## src/rtl/tws_pkg.sv

```systemverilog
package tws_pkg;
  localparam int BYTE_W   = 8;
  localparam int ADDR_W   = 7;
  localparam int PREFIX_W = 3;
  localparam int STRAP_W  = ADDR_W - PREFIX_W;
  localparam int BITCNT_W = $clog2(BYTE_W + 2);
  localparam logic [PREFIX_W-1:0] ADDR_PREFIX = 3'b010;

  typedef enum logic [2:0] {
    ST_IDLE,
    ST_ADDR,
    ST_CMD,
    ST_WDATA,
    ST_RDATA,
    ST_WAIT
  } tws_state_e;
endpackage

```

## src/rtl/tws_filter.sv

```systemverilog
module tws_filter #(
  parameter int SYNC_STAGES = 2,
  parameter int FILT_CYC    = 14
) (
  input  logic clk,
  input  logic rst_n,
  input  logic raw_i,
  output logic filt_o
);
  localparam int CW = $clog2(FILT_CYC + 1);

  logic [SYNC_STAGES-1:0] sync_q;
  logic                   raw_s;
  logic [CW-1:0]          cnt_q, cnt_d;
  logic                   filt_q, filt_d;

  assign raw_s = sync_q[SYNC_STAGES-1];

  always_ff @(posedge clk or negedge rst_n) begin
    if (!rst_n) sync_q <= '1;
    else        sync_q <= {sync_q[SYNC_STAGES-2:0], raw_i};
  end

  always_comb begin
    cnt_d  = cnt_q;
    filt_d = filt_q;
    if (raw_s == filt_q) begin
      cnt_d = '0;
    end else if (cnt_q == CW'(FILT_CYC - 1)) begin
      filt_d = raw_s;
      cnt_d  = '0;
    end else begin
      cnt_d = cnt_q + 1'b1;
    end
  end

  always_ff @(posedge clk or negedge rst_n) begin
    if (!rst_n) begin
      cnt_q  <= '0;
      filt_q <= 1'b1;
    end else begin
      cnt_q  <= cnt_d;
      filt_q <= filt_d;
    end
  end

  assign filt_o = filt_q;


  filt_move_chk: assert property (@(posedge clk) disable iff (!rst_n)
    (filt_q != $past(filt_q)) |-> ($past(raw_s) != $past(filt_q)));

endmodule

```

## src/rtl/tws_cond.sv

```systemverilog
module tws_cond (
  input  logic clk,
  input  logic rst_n,
  input  logic scl_f,
  input  logic sda_f,
  output logic scl_rise,
  output logic scl_fall,
  output logic start_ev,
  output logic stop_ev
);
  logic scl_p, sda_p;
  logic start_hi_q, start_hi_d;
  logic stop_raw;

  assign scl_rise = scl_f & ~scl_p;
  assign scl_fall = ~scl_f & scl_p;
  assign start_ev = scl_f & scl_p & sda_p & ~sda_f;
  assign stop_raw = scl_f & scl_p & ~sda_p & sda_f;
  assign stop_ev  = stop_raw & ~start_hi_q;

  always_comb begin
    start_hi_d = start_hi_q;
    if (start_ev)      start_hi_d = 1'b1;
    else if (scl_fall) start_hi_d = 1'b0;
  end

  always_ff @(posedge clk or negedge rst_n) begin
    if (!rst_n) begin
      scl_p      <= 1'b1;
      sda_p      <= 1'b1;
      start_hi_q <= 1'b0;
    end else begin
      scl_p      <= scl_f;
      sda_p      <= sda_f;
      start_hi_q <= start_hi_d;
    end
  end

endmodule

```

## src/rtl/tws_fsm.sv

```systemverilog
module tws_fsm
  import tws_pkg::*;
(
  input  logic               clk,
  input  logic               rst_n,
  input  logic               scl_f,
  input  logic               sda_f,
  input  logic               scl_rise,
  input  logic               scl_fall,
  input  logic               start_ev,
  input  logic               stop_ev,
  input  logic [STRAP_W-1:0] strap_i,
  input  logic [BYTE_W-1:0]  rd_data_i,
  output logic               sda_oe_o,
  output logic               cmd_vld_o,
  output logic [BYTE_W-1:0]  cmd_byte_o,
  output logic               wr_vld_o,
  output logic [BYTE_W-1:0]  wr_byte_o,
  output logic               rd_req_o
);
  localparam logic [BITCNT_W-1:0] LAST_BIT = BITCNT_W'(BYTE_W - 1);
  localparam logic [BITCNT_W-1:0] ACK_SLOT = BITCNT_W'(BYTE_W);
  localparam logic [BITCNT_W-1:0] ACK_DONE = BITCNT_W'(BYTE_W + 1);

  tws_state_e          state_q, state_d;
  logic [BITCNT_W-1:0] cnt_q, cnt_d;
  logic [BYTE_W-2:0]   sh_q, sh_d;
  logic [BYTE_W-2:0]   tx_q, tx_d;
  logic                oe_q, oe_d;
  logic                ack_q, ack_d;
  logic                cmd_seen_q, cmd_seen_d;
  logic                cmd_vld_q, cmd_vld_d;
  logic [BYTE_W-1:0]   cmd_byte_q, cmd_byte_d;
  logic                wr_vld_q, wr_vld_d;
  logic [BYTE_W-1:0]   wr_byte_q, wr_byte_d;
  logic                rd_req_q, rd_req_d;
  logic [BYTE_W-1:0]   full_byte;
  logic                active;
  logic                addr_hit;

  assign full_byte = {sh_q, sda_f};
  assign active    = (state_q == ST_ADDR) || (state_q == ST_CMD) ||
                     (state_q == ST_WDATA) || (state_q == ST_RDATA);
  assign addr_hit  = (full_byte[BYTE_W-1:1] == {ADDR_PREFIX, strap_i}) &&
                     (!full_byte[0] || cmd_seen_q);

  always_comb begin
    state_d    = state_q;
    cnt_d      = cnt_q;
    sh_d       = sh_q;
    tx_d       = tx_q;
    oe_d       = oe_q;
    ack_d      = ack_q;
    cmd_seen_d = cmd_seen_q;
    cmd_byte_d = cmd_byte_q;
    wr_byte_d  = wr_byte_q;
    cmd_vld_d  = 1'b0;
    wr_vld_d   = 1'b0;
    rd_req_d   = 1'b0;

    if (stop_ev) begin
      state_d    = ST_IDLE;
      cnt_d      = '0;
      oe_d       = 1'b0;
      ack_d      = 1'b0;
      cmd_seen_d = 1'b0;
    end else if (start_ev) begin
      state_d = ST_ADDR;
      cnt_d   = '0;
      oe_d    = 1'b0;
      ack_d   = 1'b0;
    end else if (active && scl_rise) begin
      cnt_d = cnt_q + 1'b1;
      if (cnt_q < ACK_SLOT) sh_d = full_byte[BYTE_W-2:0];
      if (cnt_q == LAST_BIT) begin
        case (state_q)
          ST_ADDR: begin
            if (addr_hit) begin
              ack_d    = 1'b1;
              rd_req_d = full_byte[0];
            end else begin
              state_d = ST_WAIT;
              cnt_d   = '0;
            end
          end
          ST_CMD: begin
            cmd_byte_d = full_byte;
            cmd_vld_d  = 1'b1;
            cmd_seen_d = 1'b1;
            ack_d      = 1'b1;
          end
          ST_WDATA: begin
            wr_byte_d = full_byte;
            wr_vld_d  = 1'b1;
            ack_d     = 1'b1;
          end
          default: ack_d = 1'b0;
        endcase
      end
    end else if (active && scl_fall) begin
      if (cnt_q == ACK_SLOT) begin
        oe_d = ack_q;
      end else if (cnt_q == ACK_DONE) begin
        oe_d  = 1'b0;
        cnt_d = '0;
        ack_d = 1'b0;
        case (state_q)
          ST_ADDR: begin
            if (sh_q[0]) begin
              state_d    = ST_RDATA;
              tx_d       = rd_data_i[BYTE_W-2:0];
              oe_d       = ~rd_data_i[BYTE_W-1];
              cmd_seen_d = 1'b0;
            end else begin
              state_d = ST_CMD;
            end
          end
          ST_CMD:   state_d = ST_WDATA;
          ST_WDATA: state_d = ST_WDATA;
          default:  state_d = ST_WAIT;
        endcase
      end else if (state_q == ST_RDATA && cnt_q != '0) begin
        oe_d = ~tx_q[BYTE_W-2];
        tx_d = {tx_q[BYTE_W-3:0], 1'b0};
      end
    end
  end

  always_ff @(posedge clk or negedge rst_n) begin
    if (!rst_n) begin
      state_q    <= ST_IDLE;
      cnt_q      <= '0;
      sh_q       <= '0;
      tx_q       <= '0;
      oe_q       <= 1'b0;
      ack_q      <= 1'b0;
      cmd_seen_q <= 1'b0;
      cmd_vld_q  <= 1'b0;
      cmd_byte_q <= '0;
      wr_vld_q   <= 1'b0;
      wr_byte_q  <= '0;
      rd_req_q   <= 1'b0;
    end else begin
      state_q    <= state_d;
      cnt_q      <= cnt_d;
      sh_q       <= sh_d;
      tx_q       <= tx_d;
      oe_q       <= oe_d;
      ack_q      <= ack_d;
      cmd_seen_q <= cmd_seen_d;
      cmd_vld_q  <= cmd_vld_d;
      cmd_byte_q <= cmd_byte_d;
      wr_vld_q   <= wr_vld_d;
      wr_byte_q  <= wr_byte_d;
      rd_req_q   <= rd_req_d;
    end
  end

  assign sda_oe_o   = oe_q;
  assign cmd_vld_o  = cmd_vld_q;
  assign cmd_byte_o = cmd_byte_q;
  assign wr_vld_o   = wr_vld_q;
  assign wr_byte_o  = wr_byte_q;
  assign rd_req_o   = rd_req_q;


  oe_low_chk: assert property (@(posedge clk) disable iff (!rst_n)
    (oe_q != $past(oe_q)) |-> !scl_f);


  pulse_excl_chk: assert property (@(posedge clk) disable iff (!rst_n)
    $onehot0({cmd_vld_q, wr_vld_q, rd_req_q}));


  wr_phase_chk: assert property (@(posedge clk) disable iff (!rst_n)
    wr_vld_q |-> (state_q == ST_WDATA));


  stop_idle_chk: assert property (@(posedge clk) disable iff (!rst_n)
    stop_ev |=> (!oe_q && state_q == ST_IDLE));


  cnt_range_chk: assert property (@(posedge clk) disable iff (!rst_n)
    cnt_q <= ACK_DONE);

endmodule

```

## src/rtl/tws_slave.sv

```systemverilog
module tws_slave
  import tws_pkg::*;
#(
  parameter int SYNC_STAGES = 2,
  parameter int FILT_CYC    = 14
) (
  input  logic               clk,
  input  logic               rst_n,
  input  logic               scl_i,
  input  logic               sda_i,
  input  logic [STRAP_W-1:0] strap_i,
  input  logic [BYTE_W-1:0]  rd_data_i,
  output logic               sda_oe_o,
  output logic               cmd_vld_o,
  output logic [BYTE_W-1:0]  cmd_byte_o,
  output logic               wr_vld_o,
  output logic [BYTE_W-1:0]  wr_byte_o,
  output logic               rd_req_o
);
  localparam int LINES = 2;
  localparam int SCL_IX = 1;
  localparam int SDA_IX = 0;

  logic [LINES-1:0] raw_w, filt_w;
  logic scl_rise, scl_fall, start_ev, stop_ev;

  assign raw_w = {scl_i, sda_i};

  for (genvar g = 0; g < LINES; g++) begin : g_line
    tws_filter #(
      .SYNC_STAGES(SYNC_STAGES),
      .FILT_CYC   (FILT_CYC)
    ) u_filter (
      .clk   (clk),
      .rst_n (rst_n),
      .raw_i (raw_w[g]),
      .filt_o(filt_w[g])
    );
  end

  tws_cond u_cond (
    .clk     (clk),
    .rst_n   (rst_n),
    .scl_f   (filt_w[SCL_IX]),
    .sda_f   (filt_w[SDA_IX]),
    .scl_rise(scl_rise),
    .scl_fall(scl_fall),
    .start_ev(start_ev),
    .stop_ev (stop_ev)
  );

  tws_fsm u_fsm (
    .clk       (clk),
    .rst_n     (rst_n),
    .scl_f     (filt_w[SCL_IX]),
    .sda_f     (filt_w[SDA_IX]),
    .scl_rise  (scl_rise),
    .scl_fall  (scl_fall),
    .start_ev  (start_ev),
    .stop_ev   (stop_ev),
    .strap_i   (strap_i),
    .rd_data_i (rd_data_i),
    .sda_oe_o  (sda_oe_o),
    .cmd_vld_o (cmd_vld_o),
    .cmd_byte_o(cmd_byte_o),
    .wr_vld_o  (wr_vld_o),
    .wr_byte_o (wr_byte_o),
    .rd_req_o  (rd_req_o)
  );

endmodule

```

## config.mk

```make
export PLATFORM = sky130hd
export DESIGN_NAME = tws_slave
export DESIGN_NICKNAME = d
export VERILOG_FILES = /design/src/rtl/tws_pkg.sv /design/src/rtl/tws_filter.sv /design/src/rtl/tws_cond.sv /design/src/rtl/tws_fsm.sv /design/src/rtl/tws_slave.sv
export SDC_FILE = /design/constraint.sdc
export NUM_CORES = 1
export LEC_CHECK = 0
export BUFFER_PORTS_ARGS = -buffer_cell sky130_fd_sc_hd__buf_2
export CAP_MARGIN = 20
export CORE_ASPECT_RATIO = 1.25
export CORE_MARGIN = 4
export CORE_UTILIZATION = 39
export CTS_CLUSTER_DIAMETER = 100
export DETAILED_ROUTE_END_ITERATION = 8
export GPL_ROUTABILITY_DRIVEN = 0
export PLACE_DENSITY = 0.54
export RECOVER_POWER = 100
export SLEW_MARGIN = 0
export SYNTH_ARGS = -nofsm -noshare
export SYNTH_HDL_FRONTEND = slang
export SYNTH_HIERARCHICAL = 1
export SYNTH_SLANG_ARGS = --single-unit
```

## constraint.sdc

```tcl
create_clock -name clk -period 2.35 [get_ports clk]
set_clock_uncertainty 0.1 [all_clocks]
set_input_delay 0.3525 -clock clk [delete_from_list [all_inputs] [get_ports clk]]
set_output_delay 0.3525 -clock clk [all_outputs]
set_load 0.01 [all_outputs]
```

==> results.ini, run 1 <==
[layout]
antenna_cells = 0
area_growth_pct = 21.43
fin_area_um2 = 3496
fill_cells = 708
final_nets = 321
drive_gt1_frac = 0.3180

[pwr]
power_mw = 2.240
power_density_nw_per_um2 = 640.8
power.leakage_nw = 1.605
ir_drop_mv = 0.3029

[sta]
setup_viol = 0
worst_pin_slew_ns = 1.422
drv_slew = 0
fin_tns_setup_ns = 0
finalHoldViolCount = 0
fmax_ghz = 0.4592
rsz0062_at_grt = no
fin_crit_ns = 2.178
relSlewSlack = 0.05176
fin_crit_sh = 0.9267

[synth]
synth_seq_cells = 60
synth_compound_area_frac = 0.09300
yosys.area_share.simple = 0.1708
syn_area_per_cell_um2 = 12.05
synth_commonest_cells = dfrtp_1, mux2_2, nor2_1, a21oi_1, nand2_1
synth_top_area_frac = 0.4520
ys_seq_area_frac = 0.5250
synth-xor-area-share = 0.02434
synthMuxAreaShare = 0.1386
synthFlopType = dfrtp_1
synth_cells = 239
yosysWarnings = 6
yosysMostFrequentCell = dfrtp_1
netlist.top_cell.by_area = dfrtp_1
synth_area_leaders = dfrtp_1, mux2_2, dfstp_2, mux2i_1, nor2_1
yosys.area_share.adder = 0.02173
async_flop_share = 1.000
yosysUniqueCellTypes = 55
syn-num-nets = 260
synth-edff-count = 0
synth_area_um2 = 2879
synth_top_family_by_area = simple AND/OR/NAND/NOR gates

[routing]
vias = 1998
drc = 0
ant_nets = 0
drt-met1-wl_um = 2532
drt_wl_total_um = 5583
dr.max_layer_used = met4
routed-wl-met2_um = 2746
routedWlPerCell_um = 14.13
drtPass1Iterations = 4
first_iter_violations = 111
wl_met3_um = 218
vias_per_cell = 5.058

[global_routing]
grt-ovfl-total = 0
grt_pass1_wl_um = 9777
antenna_found_initial = 0
grt_max_degree = 61
grt_usage = 0.1385
grt_pass1_vias = 2048

[critical_path]
crit_family = simple AND/OR/NAND/NOR gates
reg2reg_from = g_line[1].u_filter/filt_o
path_max_fanout = 9
cp.buffers_inverters = 1
critPathLaunchType = flop
reg2reg_to = u_fsm/cmd_byte_o[0]
crit_chain = nor2b_1 -> nand4_4 -> nor4_4 -> buf_4 -> mux2_2
critPathKind = reg2reg
reg2regPathDepth = 5
worst_ep_required_time_ns = 2.46
critPathArrivalTime_ns = 2.29
endpoint_kind = flop
r2r_slack_ns = 0.17
cp_slowest_cell = dfstp_2
cp_slowest_stage_delay_ns = 0.58

[clock_network]
post_cts_buffers = 0
clock_latency_ns = 0.33
root_buffer = clkbuf_8
cts.htree.levels = 3
cts.sinks = 60
clk_pin_slew_ns = 0.07
clock_path_buffers = 2
numCtsBuffers = 9
cts_tree = built

[hold_path]
min-delay-path-class = in2reg
hold_depth = 3
min_to = u_fsm/tx_q[1]
min_from = rd_data_i[1]

[floorplanning]
initial_core_util = 0.4077
core-area_um2 = 7062
die-area_um2 = 8829
rows = 34
die_w_um = 84.85
ios = 36
dieHeight_um = 104.1

[placement]
hpwlAfterDp_um = 4016
port-buffer-count = 35
dpl_cell_area_um2 = 3272

[run_status]
status = finished, final reports clean

[flow_run]
drv_cap = 0

-- worst register-to-register path, delay by kind of cell (launching register included) --
family	cells	cell delay, ns
flip-flops	1	0.58
multiplexers	1	0.35
AND/OR/NAND/NOR	3	0.81
buffers and inverters	1	0.23
-- stage by stage --
step           utilization  hold WS (ns)  instances  setup slack [ns]
3_3_place_gp        0.4633        0.2460        376            0.1785
6_report            0.4950        0.2269        395            0.1722
4_1_cts             0.5028        0.2068        395            0.1485
2_1_floorplan            -      -0.04309        239            0.2651
3_5_place_dp        0.4633        0.2516        376            0.1761
5_1_grt             0.4950        0.2342        395           0.03738
-- layer usage --
metal / vias to the layer above / global-route usage
met5: - / 0
met4: 0 / 0.06335
met3: 6 / 0.03645
met1: 977 / 0.1853
li1: 979 / -
met2: 36 / 0.2088
-- cell usage in the layout, fill, tap and decap left out, types with 4 or more instances in the layout --
cell / n
nand2_1: 14
nor3_1: 5
nor2_1: 21
mux2i_1: 8
nand3b_1: 5
dfstp_2: 8
mux2_2: 25
clkbuf_1: 22
clkbuf_8: 10
inv_1: 9
nand3_1: 5
o21ai_0: 6
ha_1: 5
nor2b_1: 4
buf_4: 15
dfrtp_1: 52
a21oi_1: 14
xor2_1: 6
buf_2: 15
-- cells by family after synthesis --
family / after synthesis
buffers and inverters: 15
xor gates and xnor gates: 8
AOI/OAI and AO/OA: 35
adders and majority gates: 5
and+or+nand+nor: 80
muxes: 36
DFF: 60
-- worst max-delay path by stage --
stage	start	end	slack (ns)	depth (start not counted)
5_1_grt	g_line[1].u_filter/filt_o	u_fsm/wr_byte_o[6]	0.04	5
3_3_place_gp	g_line[1].u_filter/filt_o	u_fsm/cnt_q[3]	0.18	7
6_report	g_line[1].u_filter/filt_o	u_fsm/cmd_byte_o[0]	0.17	5
2_1_floorplan	g_line[0].u_filter/filt_o	u_fsm/cmd_byte_o[0]	0.27	5
4_1_cts	g_line[1].u_filter/filt_o	u_fsm/sh_q[0]	0.15	4
3_5_place_dp	g_line[1].u_filter/filt_o	u_fsm/cmd_byte_o[4]	0.18	5
-- final cells by class --
cell class                 instances  area [um^2]  share of cell area
timing repair buffer              56        305.3             0.08733
clock inverter                     6        111.4             0.03185
multi-input combinational        164         1284              0.3672
inverter                           9        33.78            0.009664
tap                               90        112.6             0.03221
clock buffer                      10        137.6             0.03937
sequential                        60         1511              0.4324
-- power by group --
group | internal, mW | leakage [nW] | switching (mW)
combinational | 0.0243 | 0.730 | 0.0333
clock | 0.733 | 0.122 | 0.391
sequential | 1.05 | 0.753 | 0.0115
total | 1.80 | 1.61 | 0.435
-- sequential cells by signal, summed over array words and instances, names as in the netlist --
| register | cells |
|---|---|
| u_fsm/ack_q | 1 |
| u_fsm/cmd_byte_o | 8 |
| g_line.u_filter/filt_o | 2 |
| u_fsm/cmd_vld_o | 1 |
| u_fsm/wr_vld_o | 1 |
| g_line.u_filter/sync_q | 4 |
| u_fsm/rd_req_o | 1 |
| g_line.u_filter/cnt_q | 8 |
| u_cond/scl_p | 1 |
| u_fsm/sda_oe_o | 1 |
| u_fsm/cnt_q | 4 |
| u_cond/sda_p | 1 |
| u_fsm/tx_q | 7 |
| u_fsm/state_q | 3 |
| u_fsm/cmd_seen_q | 1 |
| u_fsm/sh_q | 7 |
| u_fsm/wr_byte_o | 8 |
| u_cond/start_hi_q | 1 |
-- what timing repair did --
action | CTS | global route
hold buffers | 3 | 0
endpoints found under the hold margin | 54 | 0
resized for setup | 0 | 1
setup endpoints to repair | 0 | 1
(Power assumes the default switching activity.)
==> run 2: changes to the inputs <==
--- a/config.mk
+++ b/config.mk
@@ -5,11 +5,12 @@
 export SDC_FILE = /design/constraint.sdc
 export NUM_CORES = 1
 export LEC_CHECK = 0
+export ABC_AREA = 1
 export BUFFER_PORTS_ARGS = -buffer_cell sky130_fd_sc_hd__buf_2
-export CAP_MARGIN = 20
 export CORE_ASPECT_RATIO = 1.25
 export CORE_MARGIN = 4
 export CORE_UTILIZATION = 39
+export CTS_BUF_LIST = sky130_fd_sc_hd__clkbuf_2
 export CTS_CLUSTER_DIAMETER = 100
 export DETAILED_ROUTE_END_ITERATION = 8
 export GPL_ROUTABILITY_DRIVEN = 0
==> results.ini, run 2 <==
[floorplanning]
dieHeight_um = 105.2
die_w_um = 85.78
core-area_um2 = 7357
rows = 35
ios = 36
die-area_um2 = 9025
initial_core_util = 0.4009

[critical_path]
reg2reg_to = u_fsm/cmd_byte_o[7]
crit_chain = inv_1 -> nor2_1 -> nand2_4 -> nor2_4 -> inv_2 -> nor2_1 -> inv_2 -> nand2_1 -> o21ai_0
cp_slowest_cell = dfstp_1
crit_family = simple AND/OR/NAND/NOR gates
critPathLaunchType = flop
cp.buffers_inverters = 3
critPathArrivalTime_ns = 2.36
critPathKind = reg2reg
r2r_slack_ns = 0.25
path_max_fanout = 16
worst_ep_required_time_ns = 2.61
cp_slowest_stage_delay_ns = 0.64
reg2reg_from = g_line[1].u_filter/filt_o
reg2regPathDepth = 9
endpoint_kind = flop

[sta]
relSlewSlack = 0.2989
drv_slew = 0
fmax_ghz = 0.4768
fin_crit_sh = 0.8924
rsz0062_at_grt = no
setup_viol = 0
fin_crit_ns = 2.097
finalHoldViolCount = 0
worst_pin_slew_ns = 1.052
fin_tns_setup_ns = 0

[pwr]
power.leakage_nw = 1.623
ir_drop_mv = 0.2860
power_density_nw_per_um2 = 530.9

[synth]
synth_top_area_frac = 0.4412
synth_commonest_cells = nand2_1, dfrtp_1, inv_1, nor2_1, o21ai_0
synth_cells = 348
syn-num-nets = 369
syn_area_per_cell_um2 = 8.474
async_flop_share = 1.000
synth-edff-count = 0
netlist.top_cell.by_area = dfrtp_1
ys_seq_area_frac = 0.5125
synth_area_um2 = 2949
synthFlopType = dfrtp_1
yosysMostFrequentCell = nand2_1
synth_seq_cells = 60
yosysWarnings = 6
yosysUniqueCellTypes = 27
synth_area_leaders = dfrtp_1, nand2_1, dfstp_2, inv_1, o21ai_2

[routing]
first_iter_violations = 98
drtPass1Iterations = 4
vias = 2301
vias_per_cell = 4.658
drt_wl_total_um = 5997
drc = 0
ant_nets = 0
routedWlPerCell_um = 12.14

[global_routing]
met2_usage = 0.2450
grt_pass1_wl_um = 10530
grt_util_met3 = 0.03753
grt_max_degree = 30
grt-ovfl-total = 0
antenna_found_initial = 0
grt_pass1_vias = 2262
grt_usage = 0.1485
use_met1 = 0.1788
busiest_layer = met2

[clock_network]
clock_path_buffers = 2
post_cts_buffers = 0
numCtsBuffers = 9
root_buffer = clkbuf_2
cts_tree = built
clk_pin_slew_ns = 0.16
cts.sinks = 60
cts.htree.levels = 3
clock_latency_ns = 0.49

[layout]
final_nets = 418
final_cell_mix = nand2_1, dfrtp_1, inv_1
fin_area_um2 = 3272
area_growth_pct = 10.95
final_core_util = 0.4447
mostFrequentLayoutCell = nand2_1
drive_gt1_frac = 0.1418
antenna_cells = 0

[placement]
hpwlAfterDp_um = 4449
dpl_cell_area_um2 = 3244
port-buffer-count = 35

[hold_path]
min_to = u_fsm/tx_q[6]
min-delay-path-class = in2reg
hold_depth = 3
min_from = rd_data_i[6]

[run_status]
status = finished, final reports clean

[flow_run]
drv_cap = 0

==> run 2: cell count changes after synthesis, sizes merged, moves of 5 or more <==
cell    previous run  this run
a21oi             14         4
inv                9        52
mux2              28         0
nand2             14       105
nand3              5        25
nand3b             5         0
nor2              22        34
nor3               5         0
o21ai              7        41
xor2               6         1
==> run 2: how the worst max path moves through the flow <==
stage                              startpoint             endpoint  slack [ns]  cells after the start
global route        g_line[1].u_filter/filt_o   u_fsm/wr_byte_o[3]        0.07                      7
floorplan           g_line[1].u_filter/filt_o   u_fsm/wr_byte_o[7]        0.47                      8
global placement    g_line[0].u_filter/filt_o  u_fsm/cmd_byte_o[7]        0.39                     10
finish              g_line[1].u_filter/filt_o  u_fsm/cmd_byte_o[7]        0.25                      9
CTS                 g_line[0].u_filter/filt_o  u_fsm/cmd_byte_o[7]        0.30                     10
detailed placement  g_line[0].u_filter/filt_o  u_fsm/cmd_byte_o[0]        0.36                     10
==> run 2: layout make-up <==
cell class                      count  area [um^2]
Fill cell                         786         4085
Sequential cell                    60         1511
Multi-Input combinational cell    231         1141
Timing Repair Buffer               43        209.0
Inverter                           52        195.2
Tap cell                           92        115.1
Clock buffer                       11        55.05
Clock inverter                      5        45.04
==> run 2: cells by family after synthesis <==
kind of cell | synth area share
AOI/OAI and AO/OA | 0.1018
xor gates and xnor gates | 0.005941
adders and majority gates | 0.02121
buffers and inverters | 0.07891
DFF | 0.5125
muxes | 0.02037
and+or+nand+nor | 0.2592
==> run 2: report_power, final <==
group | switching (mW) | internal, mW
combinational | 0.0410 | 0.0270
clock | 0.368 | 0.242
sequential | 0.0113 | 1.05
==> run 2: routing by layer <==
| metal | share of wire | routed length [um] |
|---|---|---|
| met5 | 0 | 0 |
| met2 | 0.48 | 2905 |
| met1 | 0.45 | 2672 |
| met3 | 0.056 | 333 |
| met4 | 0.014 | 86 |
==> run 2: timing repair <==
action | in CTS | in global routing
gates resized for setup | 0 | 0
endpoints found under the setup margin | 0 | 0
hold buffers | 4 | 0
hold endpoints to repair | 16 | 0
==> run 2: per-stage QoR <==
step | power (mW) | std cells | setup WS (ns) | hold WS [ns]
floorplan | 1.104 | 348 | 0.4686 | -0.04309
global placement | 1.149 | 474 | 0.3873 | 0.2299
detailed placement | 1.150 | 474 | 0.3610 | 0.2369
CTS | 1.784 | 494 | 0.3013 | 0.000001776
global route | 1.841 | 494 | 0.06642 | 0.01340
finish | 1.737 | 494 | 0.2528 | 0.06062
==> run 2: worst min-delay path, stage by stage <==
cell     delay [ns]
buf_2          0.07
mux2i_1        0.07
o21ai_2        0.12
